`config.mk`:
```
export PLATFORM = sky130hd
export DESIGN_NAME = onehot_eval_sequencer
export DESIGN_NICKNAME = d
export VERILOG_FILES = /design/src/rtl/oes_pkg.sv /design/src/rtl/oes_control.sv /design/src/rtl/oes_datapath.sv /design/src/rtl/onehot_eval_sequencer.sv
export SDC_FILE = /design/constraint.sdc
export NUM_CORES = 1
export LEC_CHECK = 0
export ABC_AREA = 1
export BUFFER_PORTS_ARGS = -buffer_cell sky130_fd_sc_hd__buf_2
export CAP_MARGIN = 20
export CORE_MARGIN = 8
export CORE_UTILIZATION = 53
export CTS_BUF_LIST = sky130_fd_sc_hd__clkbuf_16
export CTS_CLUSTER_SIZE = 14
export DETAILED_ROUTE_END_ITERATION = 12
export PLACE_DENSITY = 0.86
export SLEW_MARGIN = 20
export SYNTH_ARGS = -nofsm -noshare
export SYNTH_HDL_FRONTEND = slang
export SYNTH_SLANG_ARGS = --single-unit
export TNS_END_PERCENT = 5
```
`constraint.sdc`:
```
create_clock -name clk -period 2.9 [get_ports clk]
set_input_delay 0.87 -clock clk [delete_from_list [all_inputs] [get_ports clk]]
set_output_delay 0.87 -clock clk [all_outputs]
set_load 0.02 [all_outputs]
```
`src/rtl/oes_pkg.sv`:
```
package oes_pkg;

  typedef enum logic [1:0] {
    PH_PRE   = 2'd0,
    PH_EVAL  = 2'd1,
    PH_ACKED = 2'd2
  } oesPhase_t;

  typedef struct packed {
    logic prechOn;
    logic launch;
    logic raiseErr;
    logic loadCnt;
    logic decCnt;
  } oesStrobes_t;

endpackage

```
`src/rtl/oes_control.sv`:
```
module oes_control
  import oes_pkg::*;
(
  input  logic        clk,
  input  logic        rstN,
  input  logic        evalReq,
  input  logic        cntZero,
  input  logic        anyAck,
  input  logic        resSingle,
  input  logic        resMulti,
  output oesStrobes_t strobes
);

  oesPhase_t phase;
  oesPhase_t nextPhase;

  always_comb begin
    strobes   = '0;
    nextPhase = phase;
    unique case (phase)
      PH_PRE: begin
        strobes.prechOn = 1'b1;
        if (cntZero) nextPhase = PH_EVAL;
        else         strobes.decCnt = 1'b1;
      end
      PH_EVAL: begin
        if (evalReq) begin
          if (resMulti) begin
            strobes.raiseErr = 1'b1;
            strobes.loadCnt  = 1'b1;
            nextPhase        = PH_PRE;
          end else if (resSingle) begin
            strobes.launch = 1'b1;
            nextPhase      = PH_ACKED;
          end
        end
      end
      PH_ACKED: begin
        if (anyAck) begin
          strobes.loadCnt = 1'b1;
          nextPhase       = PH_PRE;
        end
      end
      default: begin
        strobes.loadCnt = 1'b1;
        nextPhase       = PH_PRE;
      end
    endcase
  end

  always_ff @(posedge clk or negedge rstN) begin
    if (!rstN) phase <= PH_PRE;
    else       phase <= nextPhase;
  end

endmodule

```
`src/rtl/oes_datapath.sv`:
```
module oes_datapath
  import oes_pkg::*;
#(
  parameter int NUM_LINES  = 4,
  parameter int PRE_CYCLES = 4
) (
  input  logic                 clk,
  input  logic                 rstN,
  input  oesStrobes_t          strobes,
  input  logic [NUM_LINES-1:0] resultIn,
  input  logic [NUM_LINES-1:0] doneIn,
  output logic [NUM_LINES-1:0] goOut,
  output logic [NUM_LINES-1:0] ackOut,
  output logic                 errFlag,
  output logic                 cntZero,
  output logic                 anyAck,
  output logic                 resSingle,
  output logic                 resMulti
);

  localparam int CW = (PRE_CYCLES > 1) ? $clog2(PRE_CYCLES) : 1;
  localparam int SW = $clog2(NUM_LINES + 1);
  localparam logic [CW-1:0] CNT_LOAD = CW'(PRE_CYCLES - 1);

  logic [CW-1:0] preCnt;
  logic [SW-1:0] hotCount;

  // population count of the result lines
  always_comb begin
    hotCount = '0;
    for (int k = 0; k < NUM_LINES; k++) hotCount = hotCount + SW'(resultIn[k]);
  end

  assign resSingle = (hotCount == SW'(1));
  assign resMulti  = (hotCount > SW'(1));
  assign cntZero   = (preCnt == '0);
  assign anyAck    = |ackOut;

  // precharge interval timer
  always_ff @(posedge clk or negedge rstN) begin
    if (!rstN)                preCnt <= CNT_LOAD;
    else if (strobes.loadCnt) preCnt <= CNT_LOAD;
    else if (strobes.decCnt)  preCnt <= preCnt - CW'(1);
  end

  always_ff @(posedge clk or negedge rstN) begin
    if (!rstN)                 errFlag <= 1'b0;
    else if (strobes.raiseErr) errFlag <= 1'b1;
  end

  // one small controller per result line
  for (genvar g = 0; g < NUM_LINES; g++) begin : g_line
    logic goQ;
    logic ackQ;
    logic setLine;

    assign setLine = strobes.launch && resultIn[g];

    always_ff @(posedge clk or negedge rstN) begin
      if (!rstN) begin
        goQ  <= 1'b0;
        ackQ <= 1'b0;
      end else begin
        if (setLine)        goQ <= 1'b1;
        else if (doneIn[g]) goQ <= 1'b0;
        if (setLine)                               ackQ <= 1'b1;
        else if (strobes.prechOn && !resultIn[g])  ackQ <= 1'b0;
      end
    end

    assign goOut[g]  = goQ;
    assign ackOut[g] = ackQ;
  end

endmodule

```
`src/rtl/onehot_eval_sequencer.sv`:
```
module onehot_eval_sequencer
  import oes_pkg::*;
#(
  parameter int NUM_LINES  = 4,
  parameter int PRE_CYCLES = 4
) (
  input  logic                 clk,
  input  logic                 rstN,
  input  logic                 evalReq,
  input  logic [NUM_LINES-1:0] resultIn,
  input  logic [NUM_LINES-1:0] doneIn,
  output logic [NUM_LINES-1:0] goOut,
  output logic [NUM_LINES-1:0] ackOut,
  output logic                 prechargeOut,
  output logic                 errFlag
);

  oesStrobes_t strobes;
  logic cntZero;
  logic anyAck;
  logic resSingle;
  logic resMulti;

  oes_control u_ctrl (
    .clk       (clk),
    .rstN      (rstN),
    .evalReq   (evalReq),
    .cntZero   (cntZero),
    .anyAck    (anyAck),
    .resSingle (resSingle),
    .resMulti  (resMulti),
    .strobes   (strobes)
  );

  oes_datapath #(
    .NUM_LINES  (NUM_LINES),
    .PRE_CYCLES (PRE_CYCLES)
  ) u_dp (
    .clk       (clk),
    .rstN      (rstN),
    .strobes   (strobes),
    .resultIn  (resultIn),
    .doneIn    (doneIn),
    .goOut     (goOut),
    .ackOut    (ackOut),
    .errFlag   (errFlag),
    .cntZero   (cntZero),
    .anyAck    (anyAck),
    .resSingle (resSingle),
    .resMulti  (resMulti)
  );

  assign prechargeOut = strobes.prechOn;

endmodule

```
==> results of run 1 <==
-- layout by cell type (no fill, tap or decap) --
master	n
xor2_1	1
inv_2	1
ha_1	4
nand2_1	7
fa_1	1
a21oi_2	4
a31oi_1	1
nor2_2	1
a21oi_1	1
clkbuf_16	3
nand4_1	1
dfrtp_1	11
nor2_1	6
nor3_1	1
inv_1	21
nand3_2	1
nand3_1	5
nor2_4	2
dfstp_2	2
or2_2	1
o21ai_0	6
buf_2	20
-- cells by family after synthesis --
| logic type | after synthesis |
|---|---|
| AO/OA/AOI/OAI | 12 |
| XOR/XNOR | 1 |
| adder cells (fa/ha/maj) | 5 |
| buffers and inverters | 29 |
| flip-flops | 13 |
| AND/OR/NAND/NOR | 25 |
-- worst paths after layout --
path	from	end	slack (ns)	depth (start not counted)
setup / recovery	resultIn[0]	u_dp.g_line[0].ackQ	0.49	11
hold / removal	u_dp.errFlag	u_dp.errFlag	0.46	1
setup reg to reg	u_dp.preCnt[0]	u_dp.preCnt[0]	1.67	5
hold reg to reg	u_dp.errFlag	u_dp.errFlag	0.46	1
max in group asynchronous	rstN	u_dp.preCnt[0]	2.11	1
min in group asynchronous	rstN	u_dp.g_line[2].goQ	0.51	1
-- power by group through the flow --
stage / combinational [mW] / sequential (mW) / clock, mW
2_1_floorplan: 0.172 / 0.240 / 0
3_3_place_gp: 0.211 / 0.242 / 0
3_5_place_dp: 0.217 / 0.243 / 0
4_1_cts: 0.224 / 0.241 / 0.258
5_1_grt: 0.250 / 0.245 / 0.271
6_report: 0.222 / 0.241 / 0.253
-- critical path, cell delays in order --
cell and delay [ns]:
buf_2 0.12, ha_1 0.27, inv_1 0.05, fa_1 0.38
inv_1 0.07, ha_1 0.22, nor2_1 0.08, nand2_1 0.07
inv_1 0.15, nand3_1 0.16, a21oi_2 0.15
-- area by class of cell --
| class | count | area, sq um |
|---|---|---|
| Sequential cell | 13 | 328 |
| Fill cell | 100 | 428 |
| Inverter | 21 | 78.8 |
| Tap cell | 15 | 18.8 |
| Multi-Input combinational cell | 43 | 285 |
| Timing Repair Buffer | 20 | 100 |
| Clock inverter | 1 | 3.75 |
| Clock buffer | 3 | 75.1 |
-- metal layers --
metal  share of wire, %  up-vias  wire [microns]  track usage, %
met1                 40      270             626            12.2
met3                4.4        4              69            3.58
met5                  0        -               0               0
met2                 54       10             839            22.8
li1                   -      285               -               -
met4                2.1        0              33            7.56
-- metrics by stage --
stage / power (mW) / area [sq um] / utilization, % / std cells
finish: 0.717 / 890 / 67.5 / 116
global route: 0.766 / 890 / 67.5 / 116
CTS: 0.723 / 890 / 67.5 / 116
detailed placement: 0.460 / 811 / 61.5 / 112
global placement: 0.453 / 811 / 61.5 / 112
floorplan: 0.412 / 752 / - / 85
-- state kept, by name, summed over array words and instances (netlist names) --
signal / flops
u_dp.errFlag: 1
u_dp.g_line.goQ: 4
u_ctrl.phase: 2
u_dp.preCnt: 2
u_dp.g_line.ackQ: 4
==> flow_metrics.env, run 1 <==
export IMPL_pwr_density_cell_nw_per_um2=806
export IMPL_synth_seq_cells=13
export IMPL_synthFlopType="dfrtp_1"
export IMPL_antenna_left=0
export IMPL_gr_usage_all_layers_pct=12.5
export IMPL_layout_drive_gt1_share_pct=34.7
export IMPL_hp_class="register to register"
export IMPL_synth_xor_area_share_pct=1.16
export IMPL_grt_max_degree=14
export IMPL_report_final_hold_viol_count=0
export IMPL_hold_ws_ns=0.463
export IMPL_ir_drop_uv=536
export IMPL_synth_top_area_cell="dfrtp_1"
export IMPL_grt_overflow=0
export IMPL_synth_area_leaders="dfrtp_1, inv_1, buf_4"
export IMPL_period_minus_slack_ns=2.41
export IMPL_p_switching_mw=0.236
export IMPL_die_x_microns=53.7
export IMPL_yosys_warnings=0
export IMPL_row_count=13
export IMPL_initial_utilization_pct=57.1
export IMPL_max_freq_mhz=415
export IMPL_core_area_sq_um=1320
export IMPL_cts_made_buffers=3
export IMPL_first_global_vias=615
export IMPL_fin_skew_ns=0.00178
export IMPL_wirelength_microns=1570
export IMPL_syn_nets=101
export IMPL_power_leakage_nw=0.478
export IMPL_synth_top_family_by_area="buffers and inverters"
export IMPL_synth_cell_types=21
export IMPL_period_share_pct=83.2
export IMPL_post_cts_buffers=0
export IMPL_dr_pass1_iters=1
export IMPL_synth_avg_cell_area_sq_um=8.85
export IMPL_synth_area_sq_um=752
export IMPL_pwr_share_seq_pct=33.6
export IMPL_postCtsHoldBufs=0
export IMPL_path_max_fanout=5
export IMPL_synth_seq_area_share_pct=43.6
export IMPL_synth_top_cells_by_count="inv_1, dfrtp_1, buf_4"
export IMPL_critical_path_class="input port to register"
export IMPL_root_buffer="clkbuf_16"
export IMPL_dieHeight_microns=53.7
export IMPL_antenna_cells=0
export IMPL_swShare_pct=32.9
export IMPL_rsz0062_at_grt="false"
export IMPL_maxCapViolations=0
export IMPL_first_iter_violations=0
export IMPL_wl_per_cell_microns=13.5
export IMPL_synth_compound_gate_area_share_pct=10.1
export IMPL_htree_levels=1
export IMPL_cell_internal_pwr_mw=0.481
export IMPL_path_clk_slew_ns=0.04
export IMPL_finalSetupViolations=0
export IMPL_drcViolationCount=0
export IMPL_slew_violations=0
export IMPL_synth_top_area_share_pct=36.6
export IMPL_grt_first_pass_wirelength_microns=2620
export IMPL_syn_inst=85
export IMPL_muxShareOfSynthArea_pct=0
export IMPL_area_growth_pct=18.3
export IMPL_hpwl_microns=1200
export IMPL_tightest_slew_ns=0.296
export IMPL_arrival_ns=2.58
export IMPL_portBuffers=20
export IMPL_clkSinkCount=13
export IMPL_cp_end_kind="register"
export IMPL_status="finished clean"
export IMPL_synth_async_reset_ratio_pct=100
export IMPL_clockBufferDepth=2
export IMPL_start_kind="input port"
export IMPL_vias=569
export IMPL_die_area_sq_um=2880
export IMPL_synthSimpleGateAreaFrac_pct=17.3
export IMPL_combPwrFrac_pct=31.0
export IMPL_via_per_inst=4.91
export IMPL_fin_ws_ns=0.488
export IMPL_antenna_found_initial=0
export IMPL_synth_adder_area_share_pct=9.32
export IMPL_cts_resized=0
export IMPL_setup_tns_ns=0
export IMPL_crit_required_ns=3.07
export IMPL_globalplace_congestion=0.855
export IMPL_insertion_delay_ns=0.24
export IMPL_cts_tree="built"
export IMPL_pre_cts_ws_ns=0.279
export IMPL_synth_most_common_cell="inv_1"
export IMPL_num_io_pins=21
export IMPL_max_slew_margin_pct=80.2
export IMPL_p_clk_share_pct=35.3
export IMPL_finalNetCount=118
export IMPL_synth_edf_count=0
(Power assumes the default switching activity.)
==> run 2: changes to the inputs <==
--- a/config.mk
+++ b/config.mk
@@ -9,11 +9,11 @@
 export BUFFER_PORTS_ARGS = -buffer_cell sky130_fd_sc_hd__buf_2
 export CAP_MARGIN = 20
 export CORE_MARGIN = 8
-export CORE_UTILIZATION = 53
+export CORE_UTILIZATION = 49
 export CTS_BUF_LIST = sky130_fd_sc_hd__clkbuf_16
 export CTS_CLUSTER_SIZE = 14
 export DETAILED_ROUTE_END_ITERATION = 12
-export PLACE_DENSITY = 0.86
+export PLACE_DENSITY = 0.81
 export SLEW_MARGIN = 20
 export SYNTH_ARGS = -nofsm -noshare
 export SYNTH_HDL_FRONTEND = slang
==> constraint.sdc (replaced) <==
create_clock -name clk -period 2.4 [get_ports clk]
set_input_delay 0.72 -clock clk [delete_from_list [all_inputs] [get_ports clk]]
set_output_delay 0.72 -clock clk [all_outputs]
set_load 0.02 [all_outputs]
==> run 2 against run 1 <==
  * First-iteration DRC count grew 10
  * Core utilization fell by 6.0 points
  * Global-route usage is 1.0 points lower
  * Die area grew 5.7%
  * Total power grew 20%
  * Sequential power rose by 21%
  * Highest routed layer unchanged
==> flow_metrics.env, run 2 (synthesis results as in run 1) <==
export IMPL_status="finished clean"
export IMPL_via_per_inst=4.82
export IMPL_layout_commonest_cell="inv_1"
export IMPL_cp_end_kind="register"
export IMPL_arrival_ns=2.38
export IMPL_layout_common_cells="inv_1, buf_2, dfrtp_1"
export IMPL_grt_max_degree=14
export IMPL_post_route_util_pct=61.6
export IMPL_pwr_share_seq_pct=33.8
export IMPL_grt_overflow=0
export IMPL_finalSetupViolations=0
export IMPL_max_stage_delay_ns=0.38
export IMPL_grt_first_pass_wirelength_microns=2530
export IMPL_clockBufferDepth=2
export IMPL_start_kind="input port"
export IMPL_layout_drive_gt1_share_pct=35.9
export IMPL_cts_resized=0
export IMPL_period_minus_slack_ns=2.21
export IMPL_reg_top3="u_dp.g_line.ackQ x4, u_dp.g_line.goQ x4"
export IMPL_gr_usage_all_layers_pct=11.5
export IMPL_post_cts_buffers=0
export IMPL_dieHeight_microns=55.2
export IMPL_rrSetupSlack_ns=1.15
export IMPL_antenna_found_initial=0
export IMPL_grt_met2_usage_pct=21.3
export IMPL_finalNetCount=120
export IMPL_nFillCells=118
export IMPL_cell_internal_pwr_mw=0.583
export IMPL_num_io_pins=21
export IMPL_crit_top_cell="inv_1"
export IMPL_power_leakage_nw=0.487
export IMPL_busiest_layer="met2"
export IMPL_critical_path_class="input port to register"
export IMPL_report_final_hold_viol_count=0
export IMPL_cts_made_buffers=3
export IMPL_path_clk_slew_ns=0.05
export IMPL_crit_buf_inv=4
export IMPL_fin_skew_ns=0.00578
export IMPL_grtUsageMet3_pct=2.14
export IMPL_postCtsHoldBufs=0
export IMPL_wirelength_microns=1510
export IMPL_drcViolationCount=0
export IMPL_first_iter_violations=10
export IMPL_core_area_sq_um=1470
export IMPL_regArea_sq_um=328
export IMPL_die_x_microns=55.2
export IMPL_worstPathCellList="buf_2, ha_1, inv_1, fa_1, inv_1, ha_1, nor2_1, nand2_1, inv_1, nand3_1, a21oi_2"
export IMPL_portBuffers=20
export IMPL_antenna_left=0
export IMPL_slew_violations=0
export IMPL_maxCapViolations=0
export IMPL_pwr_density_cell_nw_per_um2=952
export IMPL_ir_drop_uv=424
export IMPL_period_share_pct=92.2
export IMPL_multi_input_area_sq_um=285
export IMPL_dr_pass1_iters=4
export IMPL_p_clk_share_pct=35.2
export IMPL_root_buffer="clkbuf_16"
export IMPL_wl_per_cell_microns=12.7
export IMPL_swShare_pct=32.4
export IMPL_htree_levels=1
export IMPL_grt_use_met1_pct=11.9
export IMPL_insertion_delay_ns=0.24
export IMPL_tightest_slew_ns=0.301
export IMPL_combPwrFrac_pct=31.1
export IMPL_r2r_start="u_dp.preCnt[0]"
export IMPL_max_slew_margin_pct=79.9
export IMPL_r2r_end="u_dp.preCnt[0]"
export IMPL_finalNonFillerCells=119
export IMPL_dp_cells=115
export IMPL_cts_tree="built"
export IMPL_path_max_fanout=5
export IMPL_vias=574
export IMPL_setup_tns_ns=0
export IMPL_max_freq_mhz=452
export IMPL_globalplace_congestion=0.794
export IMPL_p_switching_mw=0.279
export IMPL_antenna_cells=0
export IMPL_crit_required_ns=2.56
export IMPL_first_global_vias=616
export IMPL_hpwl_microns=1190
export IMPL_hp_class="input port to asynchronous set/reset pin"
export IMPL_crit_slowest_cell="fa_1"
export IMPL_row_count=14
export IMPL_worstRegToRegCells=5
export IMPL_clkSinkCount=13
export IMPL_initial_utilization_pct=51.1
export IMPL_area_growth_pct=20.5
export IMPL_die_area_sq_um=3040
export IMPL_critical_path_top_delay_family="adder cells"
export IMPL_rsz0062_at_grt="false"
run 2: how the worst max path moves through the flow:
stage,startpoint,end,slack [ns],cells after the start
after floorplan,resultIn[0],u_dp.g_line[2].ackQ,0.21,10
after global placement,resultIn[0],u_dp.g_line[3].ackQ,-0.0002,11
after detailed placement,resultIn[0],u_dp.g_line[3].ackQ,-0.03,11
after CTS,resultIn[0],u_dp.g_line[3].ackQ,0.18,11
after global routing,resultIn[0],u_dp.g_line[3].ackQ,0.04,11
final,resultIn[0],u_dp.g_line[3].ackQ,0.19,11
run 2: metrics by stage:
stage	cell area [sq um]	hold WS, ns	setup WS, ns	power (mW)
floorplan	752	0.424	0.214	0.498
global placement	827	0.447	-0.000200	0.548
detailed placement	827	0.461	-0.0286	0.559
CTS	906	0.366	0.176	0.871
global route	906	0.383	0.0415	0.925
finish	906	0.362	0.186	0.862
run 2: power groups by stage:
stage	registers, mW	logic [mW]	clock network [mW]
2_1_floorplan	0.290	0.208	0
3_3_place_gp	0.292	0.256	0
3_5_place_dp	0.294	0.265	0
4_1_cts	0.291	0.273	0.307
5_1_grt	0.297	0.303	0.325
6_report	0.291	0.268	0.303
run 2: layer usage:
layer	routed length (microns)	share of wire, %
met5	0	0
met4	22	1.5
met2	794	52
met3	94	6.2
met1	602	40
run 2: layout make-up:
| cell class | instances | share of cell area (%) |
|---|---|---|
| Clock buffer | 3 | 8.29 |
| Inverter | 21 | 8.70 |
| Sequential cell | 13 | 36.2 |
| Clock inverter | 1 | 0.414 |
| Tap cell | 16 | 2.21 |
| Timing Repair Buffer | 22 | 12.7 |
| Multi-Input combinational cell | 43 | 31.5 |
==> run 3: changes to the inputs <==
--- a/config.mk
+++ b/config.mk
@@ -6,14 +6,15 @@
 export NUM_CORES = 1
 export LEC_CHECK = 0
 export ABC_AREA = 1
-export BUFFER_PORTS_ARGS = -buffer_cell sky130_fd_sc_hd__buf_2
 export CAP_MARGIN = 20
 export CORE_MARGIN = 8
-export CORE_UTILIZATION = 49
+export CORE_UTILIZATION = 55
 export CTS_BUF_LIST = sky130_fd_sc_hd__clkbuf_16
 export CTS_CLUSTER_SIZE = 14
 export DETAILED_ROUTE_END_ITERATION = 12
-export PLACE_DENSITY = 0.81
+export DONT_BUFFER_PORTS = 1
+export GPL_TIMING_DRIVEN = 0
+export PLACE_DENSITY = 0.75
 export SLEW_MARGIN = 20
 export SYNTH_ARGS = -nofsm -noshare
 export SYNTH_HDL_FRONTEND = slang
==> constraint.sdc (replaced) <==
create_clock -name clk -period 2.3 [get_ports clk]
set_input_delay 0.69 -clock clk [delete_from_list [all_inputs] [get_ports clk]]
set_output_delay 0.69 -clock clk [all_outputs]
set_load 0.02 [all_outputs]
==> run 3 against run 2 <==
  * Global-route usage increased by 0.93 points
  * Highest routed layer unchanged
  * Clock power rose by 6%
  * Critical path depth is 1 lower
  * Worst setup slack gained 0.045 ns
  * Non-clock buffer count decreased by 14
  * Cell count is 13% lower
  * Clock skew is 0.0047 ns lower
  * Die area fell by 7.8%
  * Hold slack got worse by 0.22 ns
  * Clock-buffer cell count is the same
  * Sequential share of layout area increased by 2.4 points
==> flow_metrics.env, run 3 (synthesis results as in run 1) <==
export IMPL_ir_drop_uv=519
export IMPL_r2r_end="u_dp.preCnt[0]"
export IMPL_dr_pass1_iters=4
export IMPL_finalSetupViolations=0
export IMPL_grt_overflow=0
export IMPL_wl_per_cell_microns=15.1
export IMPL_finalNetCount=106
export IMPL_vias=543
export IMPL_rrSetupSlack_ns=0.98
export IMPL_finalNonFillerCells=104
export IMPL_met2WireLength_microns=787
export IMPL_wl_met3_microns=116
export IMPL_critical_path_class="input port to register"
export IMPL_pwr_density_cell_nw_per_um2=1050
export IMPL_maxCapViolations=0
export IMPL_multi_input_area_sq_um=285
export IMPL_endpoint="u_dp.g_line[1].ackQ"
export IMPL_slew_violations=0
export IMPL_max_slew_margin_pct=79.5
export IMPL_antenna_left=0
export IMPL_regArea_sq_um=328
export IMPL_initial_utilization_pct=58.5
export IMPL_crit_buf_inv=3
export IMPL_globalplace_congestion=0.767
export IMPL_layout_drive_gt1_share_pct=25.8
export IMPL_post_cts_buffers=0
export IMPL_portBuffers=0
export IMPL_pre_cts_ws_ns=0.0106
export IMPL_placed_cell_area_sq_um=771
export IMPL_arrival_ns=2.24
export IMPL_num_io_pins=21
export IMPL_max_stage_delay_ns=0.38
export IMPL_grt_max_degree=14
export IMPL_startpoint="resultIn[0]"
export IMPL_stdcell_area_sq_um=850
export IMPL_critical_path_top_delay_family="adder cells"
export IMPL_first_global_vias=587
export IMPL_core_area_sq_um=1280
export IMPL_clockBufferDepth=2
export IMPL_wl_met1_microns=634
export IMPL_wirelength_microns=1570
export IMPL_tightest_slew_ns=0.308
export IMPL_worstPathCellList="ha_1, inv_1, fa_1, inv_1, ha_1, nor2_1, nand2_1, inv_1, nand3_1, a21oi_2"
export IMPL_start_kind="input port"
export IMPL_hp_class="input port to asynchronous set/reset pin"
export IMPL_report_final_hold_viol_count=0
export IMPL_cts_tree="built"
export IMPL_routed_top_layer="met4"
export IMPL_fin_skew_ns=0.00107
export IMPL_area_growth_pct=13.0
export IMPL_nFillCells=100
export IMPL_cts_resized=0
export IMPL_crit_required_ns=2.47
export IMPL_cp_depth=10
export IMPL_setup_tns_ns=0
export IMPL_first_iter_violations=19
export IMPL_cp_end_kind="register"
export IMPL_htree_levels=1
export IMPL_hpwl_microns=1150
export IMPL_via_per_inst=5.22
export IMPL_worstRegToRegCells=5
export IMPL_power_leakage_nw=0.432
export IMPL_rsz0062_at_grt="false"
export IMPL_layout_commonest_cell="inv_1"
export IMPL_hold_ws_ns=0.144
export IMPL_cts_made_buffers=3
export IMPL_postCtsHoldBufs=0
export IMPL_layout_common_cells="inv_1, dfrtp_1, buf_4"
export IMPL_path_clk_slew_ns=0.04
export IMPL_path_max_fanout=5
export IMPL_max_freq_mhz=483
export IMPL_row_count=13
export IMPL_antenna_found_initial=0
export IMPL_crit_top_cell="inv_1"
export IMPL_fin_ws_ns=0.231
export IMPL_period_share_pct=90.0
export IMPL_dp_cells=100
export IMPL_drcViolationCount=0
export IMPL_root_buffer="clkbuf_16"
export IMPL_die_x_microns=53.0
export IMPL_insertion_delay_ns=0.24
export IMPL_grt_first_pass_wirelength_microns=2590
export IMPL_reg_top3="u_dp.g_line.ackQ x4, u_dp.g_line.goQ x4"
export IMPL_r2r_start="u_ctrl.phase[0]"
export IMPL_power_mw=0.894
export IMPL_clkSinkCount=13
export IMPL_status="finished clean"
export IMPL_post_route_util_pct=66.1
export IMPL_crit_slowest_cell="fa_1"
export IMPL_die_area_sq_um=2810
export IMPL_dieHeight_microns=53.0
export IMPL_antenna_cells=0
export IMPL_gr_usage_all_layers_pct=12.4
export IMPL_period_minus_slack_ns=2.07
[run 3: cell count changes in the layout (fill, tap and decap cells not counted), sizes merged]
cell,delta
buf,-14
[run 3: per-layer routing]
layer,up-vias,global-route usage [%]
li1,263,-
met1,261,13.7
met2,15,20.7
met3,4,3.08
met4,0,7.76
met5,-,0
[run 3: area by class of cell]
class                   count  share of cell area, %
plain buffers               8                   7.07
well taps                  15                   2.21
clock buffers               3                   8.84
multi-input cells          43                   33.6
inverters                  21                   9.28
clock inverters             1                  0.442
flip-flops and latches     13                   38.6
[run 3: worst reg2reg max path, cell delays in order, from the launching register on]
cell,delay (ns)
dfrtp_1,0.44
nor2_2,0.28
inv_2,0.15
nor2_4,0.15
xor2_1,0.16
nand2_1,0.07
[run 3: worst min-delay path by stage]
stage / from / endpoint / slack [ns] / depth (start not counted)
2_1_floorplan: rstN / u_ctrl.phase[0] / 0.39 / 0
3_3_place_gp: rstN / u_dp.g_line[2].goQ / 0.39 / 0
3_5_place_dp: rstN / u_dp.g_line[2].ackQ / 0.39 / 0
4_1_cts: rstN / u_ctrl.phase[1] / 0.14 / 0
5_1_grt: rstN / u_dp.errFlag / 0.14 / 0
6_report: rstN / u_dp.g_line[2].ackQ / 0.14 / 0
[run 3: where the power goes]
| group | internal (mW) | switching, mW | leakage, nW |
|---|---|---|---|
| Combinational | 0.0904 | 0.176 | 0.222 |
| Clock | 0.229 | 0.0912 | 0.0423 |
| Sequential | 0.279 | 0.0283 | 0.168 |
| Total | 0.598 | 0.295 | 0.432 |
